File: config.mk
export PLATFORM = sky130hd
export DESIGN_NAME = sleep_power_ctrl
export DESIGN_NICKNAME = d
export VERILOG_FILES = /design/src/rtl/slp_pkg.sv /design/src/rtl/slp_wake_mask.sv /design/src/rtl/slp_clk_dec.sv /design/src/rtl/slp_seq.sv /design/src/rtl/sleep_power_ctrl.sv
export SDC_FILE = /design/constraint.sdc
export NUM_CORES = 1
export LEC_CHECK = 0
export ABC_AREA = 1
export CAP_MARGIN = 30
export CELL_PAD_IN_SITES_DETAIL_PLACEMENT = 0
export CELL_PAD_IN_SITES_GLOBAL_PLACEMENT = 1
export CORE_MARGIN = 1.5
export CORE_UTILIZATION = 22
export DETAILED_ROUTE_END_ITERATION = 7
export PLACE_DENSITY = 0.92
export SYNTH_ARGS = -nofsm -noshare
export SYNTH_HDL_FRONTEND = slang
export SYNTH_SLANG_ARGS = --single-unit
File: constraint.sdc
create_clock -name clk -period 2.85 [get_ports clk]
set_input_delay 0.285 -clock clk [delete_from_list [all_inputs] [get_ports clk]]
set_output_delay 0.285 -clock clk [all_outputs]
set_load 0.01 [all_outputs]
File: src/rtl/slp_pkg.sv
// Shared constants, state type and per-mode policy functions for the sleep
// controller. Assumes a fixed list of clock domains and wake source classes.
package slp_pkg;
    localparam int NDOM   = 7;
    localparam int NSRC   = 11;
    localparam int MODE_W = 2;
    localparam int FILT_W = 2;

    // Clock domain bit positions
    localparam int D_CPU = 0;
    localparam int D_PER = 1;
    localparam int D_RTC = 2;
    localparam int D_WDT = 3;
    localparam int D_BOD = 4;
    localparam int D_CCL = 5;
    localparam int D_TMR = 6;

    // Wake source bit positions
    localparam int S_PIN = 0;
    localparam int S_TWI = 1;
    localparam int S_VLM = 2;
    localparam int S_CCL = 3;
    localparam int S_RTC = 4;
    localparam int S_PIT = 5;
    localparam int S_SOF = 6;
    localparam int S_ADC = 7;
    localparam int S_AC  = 8;
    localparam int S_TMR = 9;
    localparam int S_OTH = 10;

    typedef enum logic [1:0] {
        ST_ACT  = 2'b00,
        ST_IDLE = 2'b01,
        ST_STBY = 2'b10,
        ST_PDN  = 2'b11
    } pstate_t;

    localparam logic [MODE_W-1:0] MODE_RSVD = 2'b11;

    // Whether domain d keeps its clock in state st
    function automatic logic dom_on(int d, pstate_t st, logic [NDOM-1:0] rsb);
        logic on;
        on = 1'b1;
        if (d == D_WDT || d == D_BOD) begin
            on = 1'b1;
        end else begin
            case (st)
                ST_ACT:  on = 1'b1;
                ST_IDLE: on = (d != D_CPU);
                ST_STBY: on = (d == D_CPU) ? 1'b0 : rsb[d];
                ST_PDN:  on = (d == D_RTC);
                default: on = 1'b1;
            endcase
        end
        return on;
    endfunction

    // Whether source s may wake the device from state st
    function automatic logic src_ok(int s, pstate_t st, logic [NDOM-1:0] rsb,
                                    logic ccl_async);
        logic ok;
        ok = 1'b0;
        case (st)
            ST_ACT, ST_IDLE: ok = (s != S_SOF);
            ST_STBY: begin
                case (s)
                    S_PIN, S_TWI, S_VLM, S_SOF: ok = 1'b1;
                    S_CCL:          ok = rsb[D_CCL];
                    S_RTC, S_PIT:   ok = rsb[D_RTC];
                    S_ADC, S_AC:    ok = rsb[D_PER];
                    S_TMR:          ok = rsb[D_TMR];
                    default:        ok = 1'b0;
                endcase
            end
            ST_PDN: begin
                case (s)
                    S_PIN, S_TWI, S_VLM, S_PIT: ok = 1'b1;
                    S_CCL:   ok = ccl_async;
                    default: ok = 1'b0;
                endcase
            end
            default: ok = 1'b0;
        endcase
        return ok;
    endfunction
endpackage

File: src/rtl/slp_wake_mask.sv
// Builds the per-source wake permission vector for one state.
// Assumes the caller supplies the state to evaluate; purely combinational.
module slp_wake_mask
    import slp_pkg::*;
(
    input  pstate_t              st,
    input  logic [NDOM-1:0]      rsb,
    input  logic                 ccl_async,
    output logic [NSRC-1:0]      allow
);
    for (genvar s = 0; s < NSRC; s++) begin : g_src
        // One permission bit per wake source
        always_comb allow[s] = src_ok(s, st, rsb, ccl_async);
    end
endmodule

File: src/rtl/slp_clk_dec.sv
// Decodes the power state into per-domain clock enables, with a wake
// override forcing every domain on. Combinational; assumes wake is already
// qualified by the mask.
module slp_clk_dec
    import slp_pkg::*;
(
    input  pstate_t              st,
    input  logic [NDOM-1:0]      rsb,
    input  logic                 wake,
    output logic [NDOM-1:0]      clk_en
);
    for (genvar d = 0; d < NDOM; d++) begin : g_dom
        // Enable for one domain: on during wake, otherwise by policy
        always_comb clk_en[d] = wake | dom_on(d, st, rsb);
    end
endmodule

File: src/rtl/slp_seq.sv
// Holds the power state. Enters the target depth on an accepted request and
// returns to active on a wake. Assumes enter is only raised while active.
module slp_seq
    import slp_pkg::*;
(
    input  logic    clk,
    input  logic    rst_n,
    input  logic    enter,
    input  pstate_t target,
    input  logic    wake,
    output pstate_t st
);
    // State register with synchronous active-low reset
    always_ff @(posedge clk) begin
        if (!rst_n) begin
            st <= ST_ACT;
        end else if (wake) begin
            st <= ST_ACT;
        end else if (enter) begin
            st <= target;
        end
    end
endmodule

File: src/rtl/sleep_power_ctrl.sv
// Sleep mode power controller top. Accepts sleep requests and gates the
// domain clocks per depth and run-in-standby bits. It also masks the
// interrupt requests to find wake events. Assumes irq and run_stby are
// synchronous to clk.
module sleep_power_ctrl
    import slp_pkg::*;
(
    input  logic                 clk,
    input  logic                 rst_n,
    input  logic                 sleep_en,
    input  logic [MODE_W-1:0]    sleep_mode,
    input  logic                 sleep_pulse,
    input  logic [NDOM-1:0]      run_stby,
    input  logic [FILT_W-1:0]    ccl_filt,
    input  logic                 ccl_edge,
    input  logic [NSRC-1:0]      irq,
    output logic [NDOM-1:0]      clk_en,
    output logic                 wake_pulse,
    output logic [1:0]           sleep_state
);
    pstate_t         st;
    pstate_t         target;
    logic            ccl_async;
    logic [NSRC-1:0] allow_cur;
    logic [NSRC-1:0] allow_req;
    logic            pending;
    logic            wake;
    logic            enter;

    // Configurable-logic path is asynchronous with no filter and no edge detect
    always_comb ccl_async = (ccl_filt == '0) && !ccl_edge;

    // Map the mode code onto the sleeping state it requests
    always_comb begin
        case (sleep_mode)
            2'b00:   target = ST_IDLE;
            2'b01:   target = ST_STBY;
            2'b10:   target = ST_PDN;
            default: target = ST_ACT;
        endcase
    end

    slp_wake_mask u_mask_cur (
        .st        (st),
        .rsb       (run_stby),
        .ccl_async (ccl_async),
        .allow     (allow_cur)
    );

    slp_wake_mask u_mask_req (
        .st        (target),
        .rsb       (run_stby),
        .ccl_async (ccl_async),
        .allow     (allow_req)
    );

    // Wake and entry qualification
    always_comb begin
        pending = |(irq & allow_req);
        wake    = (st != ST_ACT) && |(irq & allow_cur);
        enter   = (st == ST_ACT) && sleep_pulse && sleep_en
                  && (sleep_mode != MODE_RSVD) && !pending;
    end

    slp_seq u_seq (
        .clk    (clk),
        .rst_n  (rst_n),
        .enter  (enter),
        .target (target),
        .wake   (wake),
        .st     (st)
    );

    slp_clk_dec u_clk (
        .st     (st),
        .rsb    (run_stby),
        .wake   (wake),
        .clk_en (clk_en)
    );

    // Output drive
    always_comb begin
        wake_pulse  = wake;
        sleep_state = st;
    end
endmodule

# Yosys cells after proc, flatten, opt, wreduce, memory -nomap -nowiden
# Cells that the tools add are included.
[classes]
n_eq_ne = 9
n_mux = 19
bitwise_logic = 8
reduce_logical = 25
[op_table]
columns = ["op", "count"]
rows = [
  ["$pmux 1 s3", 9],
  ["$and 11x11->11", 2],
  ["$reduce_or 11->1", 2],
  ["$pmux 1 s2", 7],
  ["$eq 2x2->1 const B", 5],
  ["$reduce_or 2->1", 5],
  ["$reduce_or 3->1", 3],
  ["$logic_not 2->1", 4],
  ["$reduce_or 4->1", 2],
  ["$eq 2x1->1 const B", 3],
  ["$logic_and 1x1->1", 6],
  ["$pmux 2 s3", 1],
  ["$or 1x1->1", 5],
  ["$logic_not 1->1", 2],
  ["$mux 1", 2],
  ["$ne 2x2->1 const B", 1],
  ["$reduce_bool 2->1", 1],
  ["$not 1->1", 1],
]
[totals]
regBits = 2
inputBits = 27
output_inout_bits = 10
wordCells = 62

# Depth between registers and ports, before layout
# Gate-level depths: netlist (run 1).
[logic_depth]
word_depth = 9
mapped_depth = 11
depth_no_buf = 11

# Hierarchy
# A second synthesis (run 1) with hierarchy kept.
[unflattened]
hier_cells = 118
hier_area_um2 = 573.0
[by_module_without_submodules]
columns = ["mod", "instances", "cells_per_inst", "area_each_um2", "seq_area_each_um2"]
rows = [
  ["sleep_power_ctrl", 1, 56, 246.5, 0.0],
  ["slp_wake_mask", 2, 18, 87.6, 0.0],
  ["slp_seq", 1, 11, 76.3, 40.0],
  ["slp_clk_dec", 1, 15, 75.1, 0.0],
]

# Least setup slack after synthesis (run 1)
# Ideal clock, no wire load.
[synth_timing]
path_type = "flip-flop to output port"
from = "register u_seq.st[1]"
to = "output clk_en[2]"
arrival_time_ns = 1.141
required_time_ns = 2.565
slack_ns = 1.424
path_stages_with_launch = 8
n_path_buf = 1
cell_sequence = "dfxtp_1 buf_6 inv_2 nand2_1 nand2_1 nor3b_2 nand3_1 or2_1"
[synth_between]
elab_chain_len = 7
elab_cells_between_ends = 19
classes_between = "eq/ne: 3; mux: 7; bitwise: 2; reduce/logical: 7"
[synth_lines]
columns = ["item", "line_no", "source"]
rows = [
  ["from (decl)", "slp_seq.sv:11", "output pstate_t st"],
  ["from (signal assigned)", "slp_seq.sv:20", "st <= target;"],
  ["$eq 2x1->1, or another cell as far along", "slp_pkg.sv:47, slp_pkg.sv:63", ""],
  ["$reduce_or 3->1 (no source line) / $reduce_or 2->1 (equally long branches)", "--", ""],
  ["$pmux 1 s2, or another cell as far along", "slp_pkg.sv:47", "case (st)"],
  ["$and 11x11->11", "sleep_power_ctrl.sv:60", "wake = (st != ST_ACT) && |(irq & allow_cur);"],
  ["$reduce_or 11->1", "sleep_power_ctrl.sv:60", ""],
  ["$logic_and 1x1->1", "sleep_power_ctrl.sv:60", ""],
  ["$or 1x1->1 (*)", "slp_clk_dec.sv:14", "always_comb clk_en[d] = wake | dom_on(d, st, rsb);"],
  ["to (decl)", "sleep_power_ctrl.sv:17", "output logic [NDOM-1:0] clk_en,"],
]
# Every way passes the cells marked *; elsewhere a longest branch is shown, timed or not.

# Final worst setup path (run 1)
[layout_timing]
from = "register u_seq.st[1]"
to = "output clk_en[1]"
[layout_between]
elab_chain_len = 7
elab_cells_between_ends = 19
classes_between = "eq/ne: 3; mux: 7; bitwise: 2; reduce/logical: 7"
[layout_lines]
columns = ["item", "line_no"]
rows = [
  ["$eq 2x1->1, or another cell as far along", "slp_pkg.sv:47, slp_pkg.sv:63"],
  ["$reduce_or 3->1 (no source line) / $reduce_or 2->1 (equally long branches)", "--"],
  ["$pmux 1 s2, or another cell as far along", "--"],
  ["$and 11x11->11", "sleep_power_ctrl.sv:60"],
  ["$reduce_or 11->1", "sleep_power_ctrl.sv:60"],
  ["$logic_and 1x1->1", "sleep_power_ctrl.sv:60"],
  ["$or 1x1->1 (*)", "slp_clk_dec.sv:14"],
]
# Marks and branches as above.

==> results of run 1 <==
[critical path, delay by kind of cell (launching register included)]
family	cells	cell delay, ns
AOI/OAI and AO/OA	1	0.18
buffers and inverters	2	0.57
DFF	1	0.53
and+or+nand+nor	5	0.47
[cells by family after synthesis]
group,after synthesis,synth area share (%)
and+or+nand+nor,63,53.2
buffers and inverters,20,17.6
adders and majority gates,7,17.2
AOI/OAI and AO/OA,3,3.43
DFF,2,7.84
other,1,0.735
[cell usage after synthesis]
cell | number | share of area (%)
a21oi_1 | 2 | 2.0
and2_0 | 1 | 1.2
buf_4 | 2 | 2.9
buf_6 | 1 | 2.2
conb_1 | 1 | 0.73
dfxtp_1 | 2 | 7.8
ha_1 | 7 | 17
inv_1 | 15 | 11
inv_2 | 2 | 1.5
nand2_1 | 35 | 26
nand2_2 | 3 | 3.7
nand3_1 | 11 | 11
nor2_1 | 11 | 8.1
nor3b_2 | 1 | 2.5
o21bai_1 | 1 | 1.5
or2_1 | 1 | 1.2
[routing by layer]
metal	track usage [%]	vias to the layer above	part of all wire [%]
met4	2.70	0	0.99
met5	0	-	0
met2	22.9	25	51
li1	-	348	-
met3	2.05	2	6.9
met1	12.2	271	41
[worst max-delay path by stage]
stage                     start        end  slack [ns]  depth (start not counted)
floorplan           u_seq.st[1]  clk_en[2]        1.42                          7
global placement    run_stby[2]  clk_en[1]        0.64                         10
detailed placement  run_stby[2]  clk_en[1]        0.64                         10
CTS                 u_seq.st[1]  clk_en[1]        0.58                          8
global route        u_seq.st[1]  clk_en[6]        0.39                          8
finish              u_seq.st[1]  clk_en[1]        0.59                          8
[through the flow]
| step | worst slack (ns) | total power, mW |
|---|---|---|
| final | 0.591 | 0.158 |
| after global routing | 0.392 | 0.170 |
| after CTS | 0.576 | 0.161 |
| after detailed placement | 0.636 | 0.0961 |
| after global placement | 0.642 | 0.0948 |
| after floorplan | 1.42 | 0.0574 |
[final cells by class]
cell class	count	area, um2
multi-input combinational	75	384
inverter	17	63.8
clock buffer	3	22.5
sequential	2	40.0
timing repair buffer	31	310
fill	236	1340
tap	28	35.0
[power groups by stage]
stage	sequential, mW	clock (mW)	combinational (mW)
2_1_floorplan	0.0287	0	0.0287
4_1_cts	0.0283	0.0651	0.0679
5_1_grt	0.0283	0.0657	0.0760
3_3_place_gp	0.0287	0	0.0661
6_report	0.0283	0.0627	0.0672
3_5_place_dp	0.0287	0	0.0674
==> flow_metrics.py, run 1 <==
metrics = {
    "outcome": {
        "outcome": "complete, no violations",
    },
    "global_routing": {
        "grt_pass1_wl_mm": 2.31,
        "grt_antenna_before_repair": 0,
        "grt_max_degree": 12,
        "grt_overflow": 0,
        "grt_pass1_vias": 553,
        "grt_usage_pct": 11.5,
    },
    "setup_path": {
        "regToRegStartpoint": "u_seq.st[1]",
        "critical_path.max_fanout": 11,
        "path_cells": "inv_2 -> a21oi_1 -> nand2_1 -> nand2_1 -> nand3_1 -> nand2_2 -> nand3_1 -> clkdlybuf4s50_1",
        "r2r_cells": 8,
        "path_class": "reg2out",
        "cp-start-kind": "flip-flop",
        "r2r_slack_ns": 1.45,
        "critPathRequiredTime_ns": 2.57,
        "crit_arrival_ns": 1.97,
        "cpMaxStageDelayCell": "dfxtp_1",
        "end_kind": "output port",
        "slowest_delay_ns": 0.53,
        "rr_endpoint": "u_seq.st[1]",
    },
    "clock_tree": {
        "holdBufCountCts": 0,
        "clock_sinks": 2,
        "clk_pin_slew_ns": 0.03,
        "cts_resized": 0,
        "htreeDepth": 1,
        "cts_made_buffers": 3,
        "clock_path_buffers": 2,
        "cts-root-buf": "clkbuf_4",
        "tritoncts": "done",
        "insertion_delay_ns": 0.23,
        "cts_setup_buffers": 0,
    },
    "floorplan": {
        "die_area_um2": 2620,
        "rows": 17,
        "ioPinCount": 37,
        "die_y_um": 51.2,
        "die_x_um": 51.2,
        "coreArea_um2": 2190,
        "initial_core_util_pct": 23.3,
    },
    "pwr": {
        "peakVddDrop_v": 0.0000925,
        "switchingPower_mw": 0.0439,
        "powerDensity_nw_per_um2": 185,
        "clkPwrFrac_pct": 39.6,
        "pwr-share-seq_pct": 17.9,
        "combPwrFrac_pct": 42.5,
        "power_leakage_nw": 0.431,
        "p_int_mw": 0.114,
        "p_sw_share_pct": 27.7,
    },
    "finish": {
        "finalNonFillerCells": 156,
        "area_growth_pct": 67.6,
        "mostFrequentLayoutCell": "nand2_1",
        "drive_above_1_share_pct": 7.03,
        "utilization_pct": 39.1,
        "final_cell_mix": "nand2_1, clkdlybuf4s50_1, inv_1, nand3_1, nor2_1",
        "fin_nets": 164,
        "final_area_um2": 856,
        "top_regs": "u_seq.st x2",
        "regMostFlops": "u_seq.st",
        "largest_reg_flops": 2,
        "diodes": 0,
    },
    "synth": {
        "yosysWarnings": 0,
        "ys_ff_latch": 2,
        "ys_seq_area_share_pct": 7.84,
        "yosysUniqueCellTypes": 16,
        "netlist_area_um2": 510,
        "synthCells": 96,
        "avgSynthCellArea_um2": 5.32,
    },
    "sta": {
        "timing.final.hold_violations": 0,
        "rsz0062_at_grt": "no",
        "finalSetupViolations": 0,
        "tns_ns": 0,
        "period_needed_ns": 2.26,
        "timing.final.crit_share_pct": 79.2,
        "clock_skew_ns": 0.00182,
        "fmax_mhz": 443,
        "slew_viol_final": 0,
        "hold-worst-slack_ns": 0.531,
    },
    "min_path": {
        "hp-start": "u_seq.st[0]",
        "holdPathEnd": "u_seq.st[0]",
        "hold_path_depth": 2,
        "hold_path.class": "reg2reg",
    },
    "route": {
        "ant_nets": 0,
        "first_pass_iters": 4,
        "drt_iter0_markers": 3,
        "via_count": 646,
        "vias_per_cell": 4.14,
        "totalWireLength_mm": 1.42,
        "drc": 0,
        "routedWlPerCell_um": 9.08,
    },
    "run": {
        "max_cap_violations": 0,
    },
    "place": {
        "dpl_cell_area_um2": 833,
        "finalWeightedCongestion": 0.762,
        "dp_hpwl_mm": 1.23,
        "port_buffers": 31,
        "placed_cells": 153,
    },
}
Power figures use the tool's default switching activity.
==> run 2: changes to the inputs <==
CORE_UTILIZATION = 20   (was 22)
PLACE_DENSITY = 0.86   (was 0.92)
clock period = 2.36 ns   (was 2.85 ns; I/O delays follow)
==> flow_metrics.py, run 2 (synthesized netlist as in run 1, its figures left out) <==
metrics = {
    "outcome": {
        "outcome": "complete, no violations",
    },
    "min_path": {
        "hold_path.class": "reg2reg",
    },
    "finish": {
        "num-fill-cells": 294,
        "finalNonFillerCells": 158,
        "largest_reg_flops": 2,
        "top_regs": "u_seq.st x2",
        "utilization_pct": 35.0,
        "fin_nets": 164,
        "final_cell_mix": "nand2_1, clkdlybuf4s50_1, inv_1, nand3_1, nor2_1",
        "regMostFlops": "u_seq.st",
        "diodes": 0,
        "area_growth_pct": 68.4,
        "mostFrequentLayoutCell": "nand2_1",
        "drive_above_1_share_pct": 7.81,
    },
    "setup_path": {
        "path_class": "in2out",
        "cp-start-kind": "input pin",
        "slowest_delay_ns": 0.49,
        "critical_path.max_fanout": 6,
        "crit_top_cell": "nand2_1",
        "critPathRequiredTime_ns": 2.12,
        "crit_arrival_ns": 1.86,
        "path_cells": "clkdlybuf4s50_1 -> inv_1 -> nand3_1 -> nand2_1 -> nand2_1 -> nor2_1 -> nand3_1 -> nand2_2 -> nand2_1 -> clkdlybuf4s50_1",
        "cpMaxStageDelayCell": "clkdlybuf4s50_1",
        "end_kind": "output port",
    },
    "global_routing": {
        "grt_overflow": 0,
        "grt_pass1_wl_mm": 2.26,
        "busiest_layer": "met2",
        "met3_usage_pct": 0.565,
        "grt_usage_pct": 10.2,
        "grt_max_degree": 12,
        "grt_antenna_before_repair": 0,
        "grt_pass1_vias": 591,
        "gr-usage-met1_pct": 11.5,
        "grt_use_met2_pct": 20.4,
    },
    "pwr": {
        "power_leakage_nw": 0.432,
        "p_total_mw": 0.190,
        "powerDensity_nw_per_um2": 221,
        "peakVddDrop_v": 0.0000995,
        "pwr-share-seq_pct": 18.0,
        "p_sw_share_pct": 27.4,
        "p_int_mw": 0.138,
        "clkPwrFrac_pct": 39.6,
        "switchingPower_mw": 0.0521,
        "combPwrFrac_pct": 42.4,
    },
    "floorplan": {
        "die_area_um2": 2860,
        "rows": 18,
        "die_x_um": 53.5,
        "ioPinCount": 37,
        "initial_core_util_pct": 20.8,
        "die_y_um": 53.5,
        "coreArea_um2": 2450,
    },
    "route": {
        "ant_nets": 0,
        "drt_iter0_markers": 11,
        "drc": 0,
        "via_count": 635,
        "routedWlPerCell_um": 8.86,
        "first_pass_iters": 4,
        "vias_per_cell": 4.02,
        "totalWireLength_mm": 1.40,
    },
    "clock_tree": {
        "clock_sinks": 2,
        "cts-root-buf": "clkbuf_4",
        "clk_pin_slew_ns": 0.03,
        "cts_made_buffers": 3,
        "htreeDepth": 1,
        "tritoncts": "done",
        "insertion_delay_ns": 0.23,
        "clock_path_buffers": 2,
        "holdBufCountCts": 0,
    },
    "sta": {
        "period_needed_ns": 2.10,
        "hold-worst-slack_ns": 0.553,
        "finalSetupViolations": 0,
        "rsz0062_at_grt": "no",
        "fmax_mhz": 477,
        "tns_ns": 0,
        "clock_skew_ns": 0.00283,
        "slew_viol_final": 0,
        "timing.final.hold_violations": 0,
        "timing.final.crit_share_pct": 88.8,
    },
    "run": {
        "max_cap_violations": 0,
    },
    "place": {
        "placed_cells": 155,
        "finalWeightedCongestion": 0.767,
        "dp_hpwl_mm": 1.19,
        "port_buffers": 31,
    },
}
-- run 2: metal layers --
| layer | part of all wire [%] | up-vias |
|---|---|---|
| met1 | 44 | 261 |
| met3 | 7.3 | 3 |
| met2 | 47 | 25 |
| li1 | - | 346 |
| met5 | 0 | - |
| met4 | 1.2 | 0 |
-- run 2: timing repair --
item                       CTS  global route
setup endpoints to repair    0             5
resized for setup            0             1
buffers inserted             0             0
-- run 2: power by group through the flow --
stage,Sequential [mW],Combinational (mW),Clock [mW]
finish,0.0342,0.0806,0.0754
global route,0.0342,0.0905,0.0781
CTS,0.0342,0.0812,0.0765
detailed placement,0.0346,0.0807,0
global placement,0.0346,0.0799,0
floorplan,0.0346,0.0347,0
-- run 2: critical path: cells and delay by family --
family                 cells  cell delay (ns)
buffers and inverters      3             1.00
and+or+nand+nor            7             0.62
-- run 2: area by class of cell --
class	count	area, um2	area share (%)
Tap cell	30	37.5	4.37
Clock buffer	3	22.5	2.62
Multi-Input combinational cell	75	384	44.7
Timing Repair Buffer	31	310	36.1
Inverter	17	63.8	7.42
Sequential cell	2	41.3	4.80
-- run 2: through the flow --
stage          worst slack (ns)  cell area (um2)
4_1_cts                   0.104              858
5_1_grt                  0.0312              860
3_5_place_dp              0.232              836
6_report                  0.263              860
3_3_place_gp              0.233              836
2_1_floorplan             0.983              514
-- run 2: worst paths after layout --
kind / start / end / slack [ns] / cells past startpoint
worst max-delay path: run_stby[2] / clk_en[5] / 0.26 / 10
worst min-delay path: u_seq.st[0] / u_seq.st[0] / 0.55 / 2
worst max register to register: u_seq.st[0] / u_seq.st[0] / 1.06 / 8
worst min register to register: u_seq.st[0] / u_seq.st[0] / 0.55 / 2
==> run 3: changes to the inputs <==
--- a/config.mk
+++ b/config.mk
@@ -11,3 +11,2 @@
 export CELL_PAD_IN_SITES_GLOBAL_PLACEMENT = 1
-export CORE_MARGIN = 1.5
 export CORE_UTILIZATION = 20
--- a/constraint.sdc
+++ b/constraint.sdc
@@ -3,2 +3,2 @@
 set_output_delay 0.236 -clock clk [all_outputs]
-set_load 0.01 [all_outputs]
+set_load 0.005 [all_outputs]
==> flow_metrics.py, run 3 (synthesized netlist as in run 1, its figures left out) <==
metrics = {
    "floorplan": {
        "initial_core_util_pct": 22.0,
        "die_x_um": 52.5,
        "ioPinCount": 37,
        "die_y_um": 52.5,
        "coreArea_um2": 2320,
        "die_area_um2": 2760,
        "rows": 17,
    },
    "finish": {
        "mostFrequentLayoutCell": "nand2_1",
        "area_growth_pct": 67.6,
        "final_cell_mix": "nand2_1, clkdlybuf4s50_1, inv_1, nand3_1, nor2_1",
        "utilization_pct": 36.9,
        "fin_nets": 164,
        "num-fill-cells": 260,
        "regMostFlops": "u_seq.st",
        "top_regs": "u_seq.st x2",
        "largest_reg_flops": 2,
        "drive_above_1_share_pct": 7.03,
        "diodes": 0,
    },
    "sta": {
        "tns_ns": 0,
        "period_needed_ns": 2.18,
        "fmax_mhz": 459,
        "clock_skew_ns": 0.00472,
        "finalSetupViolations": 0,
        "slew_viol_final": 0,
        "rsz0062_at_grt": "no",
        "timing.final.crit_share_pct": 92.3,
        "timing.final.hold_violations": 0,
    },
    "clock_tree": {
        "cts_setup_buffers": 0,
        "insertion_delay_ns": 0.23,
        "holdBufCountCts": 0,
        "cts_resized": 0,
        "tritoncts": "done",
        "clk_pin_slew_ns": 0.03,
        "clock_sinks": 2,
        "clock_path_buffers": 2,
        "htreeDepth": 1,
        "cts-root-buf": "clkbuf_4",
        "cts_made_buffers": 3,
    },
    "pwr": {
        "switchingPower_mw": 0.0522,
        "p_total_mw": 0.190,
        "p_int_mw": 0.138,
        "pwr-share-seq_pct": 18.0,
        "p_sw_share_pct": 27.4,
        "powerDensity_nw_per_um2": 222,
        "peakVddDrop_v": 0.0000960,
        "clkPwrFrac_pct": 40.1,
        "combPwrFrac_pct": 41.9,
        "power_leakage_nw": 0.431,
    },
    "route": {
        "routedWlPerCell_um": 8.78,
        "drt_iter0_markers": 8,
        "drc": 0,
        "vias_per_cell": 4.12,
        "totalWireLength_mm": 1.37,
        "ant_nets": 0,
        "first_pass_iters": 4,
        "via_count": 642,
    },
    "outcome": {
        "outcome": "complete, no violations",
    },
    "setup_path": {
        "critical_path.max_fanout": 11,
        "r2r_slack_ns": 0.96,
        "rr_endpoint": "u_seq.st[1]",
        "crit_arrival_ns": 1.94,
        "critPathRequiredTime_ns": 2.12,
        "path_class": "reg2out",
        "r2r_cells": 8,
        "end_kind": "output port",
        "cp-start-kind": "flip-flop",
        "regToRegStartpoint": "u_seq.st[1]",
    },
    "place": {
        "finalWeightedCongestion": 0.789,
        "dp_hpwl_mm": 1.19,
        "port_buffers": 31,
    },
    "global_routing": {
        "grt_antenna_before_repair": 0,
        "grt_pass1_wl_mm": 2.22,
        "grt_max_degree": 12,
        "grt_pass1_vias": 575,
        "grt_usage_pct": 10.5,
        "grt_overflow": 0,
    },
    "min_path": {
        "hp-start": "u_seq.st[0]",
        "hold_path.class": "reg2reg",
        "holdPathEnd": "u_seq.st[0]",
        "hold_path_depth": 2,
    },
    "run": {
        "max_cap_violations": 0,
    },
}
[run 3: cell count changes in the layout (fill, tap and decap cells not counted)]
cell     before  now
dfxtp_1       1    2
dfxtp_2       1    0
[run 3: critical path, stage by stage, from the launching register on]
cell and delay [ns]:
dfxtp_1 0.53, inv_2 0.08, a21oi_1 0.19, nand2_1 0.08
nand2_1 0.06, nand3_1 0.10, nand2_2 0.14, nand3_1 0.08
clkdlybuf4s50_1 0.46
[run 3: cell type report]
cell class | instances | area (um2) | share of cell area [%]
flip-flops and latches | 2 | 40.0 | 4.68
repair buffers | 31 | 310 | 36.3
clock buffers | 3 | 22.5 | 2.63
multi-input cells | 75 | 384 | 44.9
well taps | 28 | 35.0 | 4.09
inverters | 17 | 63.8 | 7.46
[run 3: worst max path at each step]
stage | cells past startpoint | endpoint | slack [ns] | from
finish | 8 | clk_en[1] | 0.18 | u_seq.st[1]
global route | 8 | clk_en[6] | 0.03 | u_seq.st[1]
CTS | 8 | clk_en[1] | 0.17 | u_seq.st[1]
detailed placement | 10 | clk_en[1] | 0.28 | run_stby[2]
global placement | 10 | clk_en[1] | 0.28 | run_stby[2]
floorplan | 7 | clk_en[2] | 1.05 | u_seq.st[1]
[run 3: layer usage]
| metal | routed length, um | vias up | track usage [%] |
|---|---|---|---|
| met1 | 551 | 271 | 10.9 |
| met4 | 0 | 0 | 2.63 |
| li1 | - | 346 | - |
| met5 | 0 | - | 0 |
| met2 | 714 | 25 | 20.9 |
| met3 | 103 | 0 | 2.03 |
[run 3: through the flow]
| stage | hold WS (ns) | std cells | setup WS (ns) | area (um2) |
|---|---|---|---|---|
| 2_1_floorplan | 0.371 | 97 | 1.05 | 514 |
| 3_3_place_gp | 0.543 | 153 | 0.281 | 833 |
| 3_5_place_dp | 0.547 | 153 | 0.275 | 833 |
| 4_1_cts | 0.551 | 156 | 0.172 | 856 |
| 5_1_grt | 0.586 | 156 | 0.0289 | 856 |
| 6_report | 0.547 | 156 | 0.182 | 856 |
[run 3: power groups by stage]
stage          clock [mW]  sequential (mW)  combinational, mW
4_1_cts            0.0805           0.0342             0.0808
6_report           0.0764           0.0342             0.0798
3_3_place_gp            0           0.0346             0.0791
5_1_grt            0.0867           0.0342             0.0907
3_5_place_dp            0           0.0346             0.0801
2_1_floorplan           0           0.0346             0.0339
